===== config.mk =====
export PLATFORM = sky130hd
export DESIGN_NAME = ibus_rx
export DESIGN_NICKNAME = d
export VERILOG_FILES = /design/src/rtl/ibus_pkg.sv /design/src/rtl/ibus_tick.sv /design/src/rtl/ibus_frame.sv /design/src/rtl/ibus_runlen.sv /design/src/rtl/ibus_rx.sv
export SDC_FILE = /design/constraint.sdc
export NUM_CORES = 1
export LEC_CHECK = 0
export ABC_AREA = 1
export BUFFER_PORTS_ARGS = -buffer_cell sky130_fd_sc_hd__buf_2
export CELL_PAD_IN_SITES_DETAIL_PLACEMENT = 1
export CELL_PAD_IN_SITES_GLOBAL_PLACEMENT = 2
export CORE_AREA = 5 5 125 92
export DETAILED_ROUTE_END_ITERATION = 7
export DIE_AREA = 0 0 130 97
export GPL_TIMING_DRIVEN = 1
export PLACE_DENSITY = 0.75
export SYNTH_ARGS = -nofsm -noshare
export SYNTH_HDL_FRONTEND = slang
export SYNTH_HIERARCHICAL = 1
export SYNTH_SLANG_ARGS = --single-unit

===== constraint.sdc =====
create_clock -name clk -period 1.8 [get_ports clk]
set_input_delay 0.18 -clock clk [delete_from_list [all_inputs] [get_ports clk]]
set_output_delay 0.18 -clock clk [all_outputs]
set_load 0.05 [all_outputs]

===== src/rtl/ibus_pkg.sv =====
package ibus_pkg;
  typedef enum logic [2:0] {
    ST_IDLE,
    ST_START,
    ST_DATA,
    ST_PAR,
    ST_STOP,
    ST_WAITHI
  } rx_state_t;
endpackage


===== src/rtl/ibus_tick.sv =====
module ibus_tick #(
  parameter int DIV = 2
) (
  input  logic clk,
  input  logic rst_n,
  output logic tick
);
  generate
    if (DIV == 1) begin : g_every
      assign tick = rst_n;
    end else begin : g_div
      localparam int W = $clog2(DIV);
      logic [W-1:0] cnt;
      always_ff @(posedge clk) begin
        if (!rst_n) begin
          cnt  <= '0;
          tick <= 1'b0;
        end else if (cnt == W'(DIV - 1)) begin
          cnt  <= '0;
          tick <= 1'b1;
        end else begin
          cnt  <= cnt + 1'b1;
          tick <= 1'b0;
        end
      end
    end
  endgenerate
endmodule


===== src/rtl/ibus_frame.sv =====
module ibus_frame
  import ibus_pkg::*;
#(
  parameter int OVS       = 16,
  parameter int EOM_CELLS = 12
) (
  input  logic       clk,
  input  logic       rst_n,
  input  logic       tick,
  input  logic       lvl,
  output logic       byte_stb,
  output logic [7:0] byte_data,
  output logic       byte_perr,
  output logic       byte_ferr,
  output logic       eom
);
  localparam int CW      = $clog2(OVS);
  localparam int HALF    = OVS / 2 - 1;
  localparam int FULL    = OVS - 1;
  localparam int GAP_LIM = EOM_CELLS * OVS;
  localparam int GW      = $clog2(GAP_LIM + 1);

  rx_state_t    state;
  logic [CW-1:0] cnt;
  logic [2:0]   bitidx;
  logic [7:0]   shreg;
  logic         par_bit;
  logic [GW-1:0] gap;
  logic         armed;

  always_ff @(posedge clk) begin
    if (!rst_n) begin
      state     <= ST_IDLE;
      cnt       <= '0;
      bitidx    <= '0;
      shreg     <= '0;
      par_bit   <= 1'b0;
      gap       <= '0;
      armed     <= 1'b0;
      byte_stb  <= 1'b0;
      byte_data <= '0;
      byte_perr <= 1'b0;
      byte_ferr <= 1'b0;
      eom       <= 1'b0;
    end else begin
      byte_stb <= 1'b0;
      eom      <= 1'b0;
      if (tick) begin
        unique case (state)
          ST_IDLE: begin
            if (!lvl) begin
              state <= ST_START;
              cnt   <= '0;
            end else if (gap == GW'(GAP_LIM)) begin
              if (armed) eom <= 1'b1;
              armed <= 1'b0;
            end else begin
              gap <= gap + 1'b1;
            end
          end
          ST_START: begin
            if (cnt == CW'(HALF)) begin
              cnt <= '0;
              if (lvl) begin
                state <= ST_IDLE;
                gap   <= '0;
              end else begin
                state  <= ST_DATA;
                bitidx <= '0;
              end
            end else begin
              cnt <= cnt + 1'b1;
            end
          end
          ST_DATA: begin
            if (cnt == CW'(FULL)) begin
              cnt   <= '0;
              shreg <= {lvl, shreg[7:1]};
              if (bitidx == 3'd7) state <= ST_PAR;
              else bitidx <= bitidx + 1'b1;
            end else begin
              cnt <= cnt + 1'b1;
            end
          end
          ST_PAR: begin
            if (cnt == CW'(FULL)) begin
              cnt     <= '0;
              par_bit <= lvl;
              state   <= ST_STOP;
            end else begin
              cnt <= cnt + 1'b1;
            end
          end
          ST_STOP: begin
            if (cnt == CW'(FULL)) begin
              cnt       <= '0;
              byte_stb  <= 1'b1;
              byte_data <= shreg;
              byte_perr <= ~(^{shreg, par_bit});
              byte_ferr <= ~lvl;
              armed     <= 1'b1;
              gap       <= '0;
              state     <= lvl ? ST_IDLE : ST_WAITHI;
            end else begin
              cnt <= cnt + 1'b1;
            end
          end
          ST_WAITHI: begin
            if (lvl) begin
              state <= ST_IDLE;
              gap   <= '0;
            end
          end
          default: state <= ST_IDLE;
        endcase
      end
    end
  end

  // a start cell that is back at idle by its centre returns to idle
  a_r3_glitch_reject: assert property (@(posedge clk) disable iff (!rst_n)
    (state == ST_START && tick && cnt == CW'(HALF) && lvl) |=> (state == ST_IDLE));

  // exactly eight data cells precede the parity cell
  a_r1_eight_bits: assert property (@(posedge clk) disable iff (!rst_n)
    (state == ST_DATA && tick && cnt == CW'(FULL) && bitidx == 3'd7) |=> (state == ST_PAR));

  // end-of-message is a single-cycle strobe
  a_r6_eom_single: assert property (@(posedge clk) disable iff (!rst_n)
    eom |=> !eom);
endmodule


===== src/rtl/ibus_runlen.sv =====
module ibus_runlen #(
  parameter int BIT_CLKS = 32,
  parameter int RUN_W    = 4
) (
  input  logic             clk,
  input  logic             rst_n,
  input  logic             lvl,
  output logic             run_stb,
  output logic [RUN_W-1:0] run_len
);
  localparam int CW  = $clog2(BIT_CLKS);
  localparam int SAT = (1 << RUN_W) - 1;

  logic [CW-1:0]    ccnt;
  logic [RUN_W-1:0] cells;
  logic             lvl_q;
  logic [RUN_W:0]   rounded;
  logic [RUN_W-1:0] run_val;

  always_comb begin
    rounded = {1'b0, cells} + ((ccnt >= CW'(BIT_CLKS / 2)) ? (RUN_W+1)'(1) : (RUN_W+1)'(0));
    run_val = (rounded > (RUN_W+1)'(SAT)) ? RUN_W'(SAT) : rounded[RUN_W-1:0];
  end

  always_ff @(posedge clk) begin
    if (!rst_n) begin
      ccnt    <= '0;
      cells   <= '0;
      lvl_q   <= 1'b1;
      run_stb <= 1'b0;
      run_len <= '0;
    end else begin
      lvl_q   <= lvl;
      run_stb <= 1'b0;
      if (lvl != lvl_q) begin
        run_stb <= 1'b1;
        run_len <= run_val;
        ccnt    <= CW'(1);
        cells   <= '0;
      end else if (ccnt == CW'(BIT_CLKS - 1)) begin
        ccnt <= '0;
        if (cells != RUN_W'(SAT)) cells <= cells + 1'b1;
      end else begin
        ccnt <= ccnt + 1'b1;
      end
    end
  end

  // the cell count never wraps past saturation
  a_r9_cells_sat: assert property (@(posedge clk) disable iff (!rst_n)
    (cells == RUN_W'(SAT) && lvl == lvl_q) |=> (cells == RUN_W'(SAT)));
endmodule


===== src/rtl/ibus_rx.sv =====
module ibus_rx #(
  parameter int CLKS_PER_TICK = 2,
  parameter int OVS           = 16,
  parameter int EOM_CELLS     = 12,
  parameter int RUN_W         = 4
) (
  input  logic             clk,
  input  logic             rst_n,
  input  logic             line_in,
  input  logic             invert,
  output logic             out_valid,
  input  logic             out_ready,
  output logic [7:0]       out_data,
  output logic             out_perr,
  output logic             out_ferr,
  output logic             eom,
  output logic             run_stb,
  output logic [RUN_W-1:0] run_len
);
  localparam int BIT_CLKS = CLKS_PER_TICK * OVS;

  logic       lvl;
  logic       tick;
  logic       byte_stb;
  logic [7:0] byte_data;
  logic       byte_perr;
  logic       byte_ferr;

  assign lvl = line_in ^ invert;

  ibus_tick #(.DIV(CLKS_PER_TICK)) u_tick (
    .clk(clk), .rst_n(rst_n), .tick(tick)
  );

  ibus_frame #(.OVS(OVS), .EOM_CELLS(EOM_CELLS)) u_frame (
    .clk(clk), .rst_n(rst_n), .tick(tick), .lvl(lvl),
    .byte_stb(byte_stb), .byte_data(byte_data),
    .byte_perr(byte_perr), .byte_ferr(byte_ferr), .eom(eom)
  );

  ibus_runlen #(.BIT_CLKS(BIT_CLKS), .RUN_W(RUN_W)) u_run (
    .clk(clk), .rst_n(rst_n), .lvl(lvl),
    .run_stb(run_stb), .run_len(run_len)
  );

  always_ff @(posedge clk) begin
    if (!rst_n) begin
      out_valid <= 1'b0;
      out_data  <= '0;
      out_perr  <= 1'b0;
      out_ferr  <= 1'b0;
    end else if (byte_stb && (!out_valid || out_ready)) begin
      out_valid <= 1'b1;
      out_data  <= byte_data;
      out_perr  <= byte_perr;
      out_ferr  <= byte_ferr;
    end else if (out_ready) begin
      out_valid <= 1'b0;
    end
  end

  // a held byte stays put under back-pressure
  a_r8_hold_stable: assert property (@(posedge clk) disable iff (!rst_n)
    (out_valid && !out_ready) |=> (out_valid && $stable(out_data)
                                   && $stable(out_perr) && $stable(out_ferr)));
endmodule


==> results of run 1 <==
==> synth_stat cells <==
cell type,n,share of area
o21bai_1,1,0.0022
or2_2,2,0.0037
nand4_1,2,0.0037
nor2_8,1,0.0059
xor2_1,6,0.016
nor2_2,3,0.0056
dfxtp_1,68,0.40
buf_4,6,0.013
and2_1,1,0.0019
buf_2,1,0.0015
a21oi_1,40,0.059
nand2_1,112,0.12
nand3_2,3,0.0089
nand2_2,5,0.0093
nor2_1,74,0.082
o22ai_1,1,0.0019
clkbuf_1,2,0.0022
nand2_4,2,0.0067
nor3_1,5,0.0074
xnor2_1,4,0.010
inv_2,1,0.0011
o21ai_0,27,0.040
ha_1,10,0.037
o21ai_1,1,0.0015
nand3_1,34,0.051
o21ai_2,1,0.0026
inv_1,57,0.064
buf_6,1,0.0033
a21boi_1,1,0.0022
clkbuf_2,1,0.0015
and3_1,1,0.0019
nor2_4,5,0.017
a31oi_1,1,0.0019
nor3b_1,2,0.0045
==> logic make-up after synthesis <==
group / Yosys count / synth area share
AOI/OAI and AO/OA: 73 / 0.112
buffers and inverters: 69 / 0.0866
xor gates and xnor gates: 10 / 0.0260
adders and majority gates: 10 / 0.0372
DFF: 68 / 0.404
and+or+nand+nor: 252 / 0.334
==> final cells by class <==
class	count	area, sq um
clock buffers	10	239
fillers	1291	6130
clock inverters	6	63.8
well taps	132	165
inverters	58	218
repair buffers	32	191
multi-input cells	345	1720
flip-flops and latches	68	1360
==> how the worst max path moves through the flow <==
stage                     cells past startpoint              endpoint            from  slack [ns]
after floorplan                               9        u_frame/cnt[3]          invert        0.31
after global placement                       10        u_frame/cnt[3]          invert        0.20
after detailed placement                     10        u_frame/cnt[3]          invert        0.11
after CTS                                     8  u_frame/byte_data[2]  u_frame/cnt[0]        0.13
after global routing                          8      u_frame/shreg[1]  u_frame/cnt[0]       0.008
final                                         8      u_frame/shreg[0]  u_frame/cnt[0]        0.18
==> power groups by stage <==
stage	combinational (mW)	clock (mW)	sequential, mW
6_report	0.276	1.78	1.55
5_1_grt	0.320	1.93	1.55
4_1_cts	0.282	1.85	1.55
3_5_place_dp	0.280	0	1.58
3_3_place_gp	0.276	0	1.58
2_1_floorplan	0.191	0	1.59
==> registers in the layout, indices dropped and copies added (netlist names), 3 cells and up <==
register,flops
u_run/cells,4
u_run/ccnt,5
u_frame/state,3
u_frame/bitidx,3
out_data,8
u_frame/gap,8
u_run/run_len,4
u_frame/shreg,8
u_frame/byte_data,8
u_frame/cnt,4
==> placed cells by master, fill, tap and decap left out, types with 4 or more instances in the layout <==
master     instances
nand2_2            5
nand2_1          112
buf_4             10
clkbuf_16          9
nor2_4             5
xor2_1             6
dfxtp_1           68
ha_1               9
nand3_1           34
inv_1             57
a21oi_1           40
xnor2_1            4
nor2_1            74
nor3_1             5
buf_2             21
o21ai_0           26
==> tightest hold or removal path: cells and delay by family <==
| kind | cells | cell delay, ns |
|---|---|---|
| buf+inv | 1 | 0.21 |
| simple gates | 2 | 0.14 |
==> repair_timing <==
item	4_1_cts	5_1_grt
setup buffers	0	1
setup endpoints to repair	0	6
gates resized for setup	0	3
==> per-layer routing <==
layer	up-vias	global-route usage	share of wire	wire, um
met1	1369	0.198	0.55	4470
met4	0	0.0383	0.012	95
li1	1588	-	-	-
met3	11	0.0430	0.034	279
met2	31	0.206	0.40	3290
met5	-	0	0	0
==> impl_metrics.json, run 1 <==
{
  "hold_vio_cnt_final": 0,
  "root_buffer": "clkbuf_16",
  "grt_remaining_overflow": 0,
  "gpl.final_weighted_congestion": 0.732,
  "setup_violations": 0,
  "netlist_area_sq_mm": 0.00337,
  "cts-hold-fix-buffers": 0,
  "antenna_cells": 0,
  "utilization": 0.392,
  "maxClockFrequency_mhz": 618,
  "layout_setup_ws_ns": 0.181,
  "grt_pass1_vias": 3083,
  "setup.worst_path.start_class": "flip-flop",
  "power.static_leakage_nw": 1.73,
  "detail_route.vias_per_cell": 4.61,
  "core_sq_mm": 0.0101,
  "grt_first_pass_wirelength_mm": 14.5,
  "total_power_mw": 3.61,
  "synth_warnings": 6,
  "drt_wl_total_mm": 8.14,
  "cts_tree": "yes",
  "vias": 2999,
  "die_height_um": 97,
  "post_synthesis_mean_instance_area_sq_um": 6.99,
  "hold-worst-slack_ns": 0.236,
  "post_synth_num_cell_types": 34,
  "worstSkewPairLatency_ns": 0.33,
  "cp_slowest_stage_delay_ns": 0.37,
  "number_of_cells_traversed_by_the_worst_hold_path": 3,
  "reg2regPathDepth": 8,
  "port-buffer-count": 21,
  "regToRegEndpoint": "u_frame/shreg[0]",
  "worst_ir_drop_vdd_uv": 607,
  "num-nets-final": 529,
  "drt-initial-drc-count": 96,
  "critPathMaxFanout": 11,
  "worst-endpoint-required_ns": 2.06,
  "setup-tns-final_ns": 0,
  "grt_antenna_before_repair": 0,
  "p_comb_frac": 0.076,
  "holdCritPathClass": "input port to flip-flop",
  "rsz0062_at_grt": "no",
  "seq_power_share": 0.429,
  "synthCells": 482,
  "power_density_normalized_to_cell_area_mw_per_mm2": 913,
  "timing.max_cap.violations": 0,
  "post_drt_antenna_nets": 0,
  "drcViolationCount": 0,
  "holdCritStartpoint": "rst_n",
  "starting_density_of_the_core": 0.334,
  "place_hpwl_mm": 5.89,
  "arrival_ns": 1.88,
  "drt_pre_antenna_iters": 4,
  "run_status": "finished, final reports clean",
  "syn2layout_area_growth_pct": 17.5,
  "r2r_slack_ns": 0.18,
  "layout.cell_area.non_filler_sq_mm": 0.00396,
  "ys_seq_elements": 68,
  "slowest_stage": "dfxtp_1",
  "place.detailed.instances": 634,
  "synth-seq-area-share": 0.404,
  "die_outline_area_sq_mm": 0.0126,
  "h-tree-depth": 3,
  "grt_use_total": 0.140,
  "worst_path_dominant_cell_family": "simple AND/OR/NAND/NOR gates",
  "p_sw_frac": 0.246,
  "crit_top_cell": "nand2_1",
  "end_kind": "flip-flop",
  "finalWorstPathRequiredPeriod_ns": 1.62,
  "clk_transition_reported_paths_ns": 0.06,
  "worstPathBufferInverterCount": 1,
  "share_of_post_route_cells_with_drive_strength_above_1": 0.139,
  "tightest_slew_ns": 0.417,
  "cts.path.max_buffers": 2,
  "die_width_um": 130,
  "grt_start_max_net_pins": 29,
  "wl_per_cell_um": 12.5,
  "dp_worst_setup_slack_ns": 0.113,
  "critical_path.cell_chain": "ha_2 > nand2_1 > nor2_4 > nand2_1 > nor2_1 > buf_4 > o21ai_0 > a21oi_1",
  "crit-reg2reg-launch": "u_frame/cnt[0]",
  "fin_crit_sh": 0.899,
  "p_sw_mw": 0.888,
  "timing.setup.critical_path_class": "flip-flop to flip-flop",
  "slew_headroom": 0.722,
  "cell_area_placed_sq_mm": 0.00364,
  "cts_num_sinks": 68,
  "fin_skew_ns": 0.00569,
  "slew_violations": 0,
  "cellInternalPower_mw": 2.72,
  "instances_no_fill": 651,
  "pwr-share-clk": 0.494,
  "worst_hold_end": "out_ferr",
  "io-pin-count": 22,
  "cts_made_buffers": 9,
  "syn-num-nets": 497,
  "rows": 31
}
No activity file was read; power rests on OpenSTA's default activity.
==> run 2: changes to the inputs <==
--- a/config.mk
+++ b/config.mk
@@ -7,13 +7,13 @@
 export LEC_CHECK = 0
 export ABC_AREA = 1
 export BUFFER_PORTS_ARGS = -buffer_cell sky130_fd_sc_hd__buf_2
-export CELL_PAD_IN_SITES_DETAIL_PLACEMENT = 1
-export CELL_PAD_IN_SITES_GLOBAL_PLACEMENT = 2
-export CORE_AREA = 5 5 125 92
+export CELL_PAD_IN_SITES_DETAIL_PLACEMENT = 0
+export CELL_PAD_IN_SITES_GLOBAL_PLACEMENT = 1
+export CORE_AREA = 5 5 116 85
 export DETAILED_ROUTE_END_ITERATION = 7
-export DIE_AREA = 0 0 130 97
+export DIE_AREA = 0 0 121 90
 export GPL_TIMING_DRIVEN = 1
-export PLACE_DENSITY = 0.75
+export PLACE_DENSITY = 0.7
 export SYNTH_ARGS = -nofsm -noshare
 export SYNTH_HDL_FRONTEND = slang
 export SYNTH_HIERARCHICAL = 1
==> run 2 against run 1 <==
Compared with the run above: first-iteration DRC count is 41% higher; sequential cell count unchanged; routed wire length decreased by 13%; via count fell by 1.7%; core utilization rose by 5.8 points; power is 1.3% lower; fmax rose by 1.6%; combinational power is 1% lower; sequential share of layout area up 0.20 points; count of clock-buffer cells in the layout up 3; register-to-register slack gained 0.03 ns; clock skew hardly changed; highest routed layer unchanged.
==> impl_metrics.json, run 2 (synthesis results as in run 1) <==
{
  "critical_path.cell_chain": "ha_1 > nand2_1 > nor2_4 > nand2_1 > nor2_1 > buf_4 > o21ai_0 > a21oi_1",
  "maxClockFrequency_mhz": 628,
  "power.static_leakage_nw": 1.73,
  "gpl.final_weighted_congestion": 0.792,
  "grt_antenna_before_repair": 0,
  "finalWorstPathRequiredPeriod_ns": 1.59,
  "worst-endpoint-required_ns": 2.06,
  "vias": 2948,
  "crit_top_cell": "nand2_1",
  "cts_num_sinks": 68,
  "setup_violations": 0,
  "grt_use_total": 0.137,
  "die_outline_area_sq_mm": 0.0109,
  "timing.max_cap.violations": 0,
  "slowest_stage": "dfxtp_1",
  "cts-resized-gates": 0,
  "syn2layout_area_growth_pct": 16.8,
  "worst_path_dominant_cell_family": "simple AND/OR/NAND/NOR gates",
  "layout.cell_area.non_filler_sq_mm": 0.00393,
  "fin_skew_ns": 0.00605,
  "clk_transition_reported_paths_ns": 0.05,
  "tightest_slew_ns": 0.399,
  "core_sq_mm": 0.00874,
  "rsz0062_at_grt": "no",
  "slew_violations": 0,
  "grt_pass1_vias": 2628,
  "cts_tree": "yes",
  "drt-initial-drc-count": 135,
  "slew_headroom": 0.734,
  "instances_no_fill": 643,
  "wl_per_cell_um": 11.0,
  "starting_density_of_the_core": 0.385,
  "hold-worst-slack_ns": 0.198,
  "io-pin-count": 22,
  "die_height_um": 90,
  "worstSkewPairLatency_ns": 0.33,
  "cts.path.max_buffers": 2,
  "holdCritPathClass": "input port to flip-flop",
  "fin_crit_sh": 0.885,
  "layout_commonest_cell": "nand2_1",
  "grt_remaining_overflow": 0,
  "timing.setup.critical_path_class": "flip-flop to flip-flop",
  "cts-hold-fix-buffers": 0,
  "place_hpwl_mm": 5.10,
  "drcViolationCount": 0,
  "end_kind": "flip-flop",
  "die_width_um": 121,
  "share_of_post_route_cells_with_drive_strength_above_1": 0.131,
  "critPathMaxFanout": 11,
  "worst_ir_drop_vdd_uv": 614,
  "power_density_normalized_to_cell_area_mw_per_mm2": 906,
  "arrival_ns": 1.85,
  "drt_wl_total_mm": 7.09,
  "detail_route.vias_per_cell": 4.58,
  "num-nets-final": 529,
  "grt_first_pass_wirelength_mm": 12.2,
  "drt_pre_antenna_iters": 4,
  "antenna_cells": 0,
  "setup.worst_path.start_class": "flip-flop",
  "run_status": "finished, final reports clean",
  "grt_start_max_net_pins": 27,
  "worstPathBufferInverterCount": 1,
  "h-tree-depth": 3,
  "hold_vio_cnt_final": 0,
  "fillcell_total": 925,
  "postCtsSetupBuffers": 0,
  "cell_area_placed_sq_mm": 0.00364,
  "place.detailed.instances": 627,
  "cp_slowest_stage_delay_ns": 0.36,
  "setup-tns-final_ns": 0,
  "post_drt_antenna_nets": 0,
  "root_buffer": "clkbuf_16",
  "rows": 29,
  "cts_made_buffers": 9,
  "port-buffer-count": 21,
  "layout.cells.most_common_list": "nand2_1 (112), nor2_1 (74), dfxtp_1 (68)",
  "total_power_mw": 3.56
}
==> run 2: layout make-up <==
| cell class | count | area [sq um] | share of cell area |
|---|---|---|---|
| multi-input cells | 345 | 1710 | 0.436 |
| flip-flops and latches | 68 | 1360 | 0.346 |
| clock buffers | 13 | 250 | 0.0636 |
| inverters | 58 | 218 | 0.0554 |
| repair buffers | 32 | 188 | 0.0477 |
| well taps | 124 | 155 | 0.0395 |
| clock inverters | 3 | 46.3 | 0.0118 |
==> run 2: worst paths after layout <==
kind         slack, ns  depth (start not counted)          endpoint        startpoint
min               0.20                          3       out_data[4]             rst_n
max reg2reg       0.21                          8  u_frame/shreg[7]    u_frame/cnt[0]
max               0.21                          8  u_frame/shreg[7]    u_frame/cnt[0]
min reg2reg       0.43                          1  u_tick/g_div.cnt  u_tick/g_div.cnt
==> run 2: where the power goes <==
group | leakage [nW] | internal (mW) | switching [mW]
Sequential | 0.550 | 1.53 | 0.0221
Clock | 0.140 | 1.11 | 0.628
Combinational | 1.04 | 0.0906 | 0.181
==> run 2: through the flow <==
stage / utilization / setup WS, ns
after floorplan: - / 0.309
after global placement: 0.416 / 0.211
after detailed placement: 0.416 / 0.142
after CTS: 0.450 / 0.209
after global routing: 0.450 / 0.0165
final: 0.450 / 0.206
==> run 2: routing by layer <==
layer / wire length [um] / GRT usage
met1: 3900 / 0.204
met2: 2730 / 0.181
met3: 349 / 0.0433
met4: 118 / 0.0509
met5: 0 / 0
==> run 2: worst register-to-register path, cell delays in order, from the launching register on <==
cell and delay [ns]:
dfxtp_1 0.36, ha_1 0.20, nand2_1 0.11, nor2_4 0.17, nand2_1 0.15, nor2_1 0.14
buf_4 0.19, o21ai_0 0.08, a21oi_1 0.13
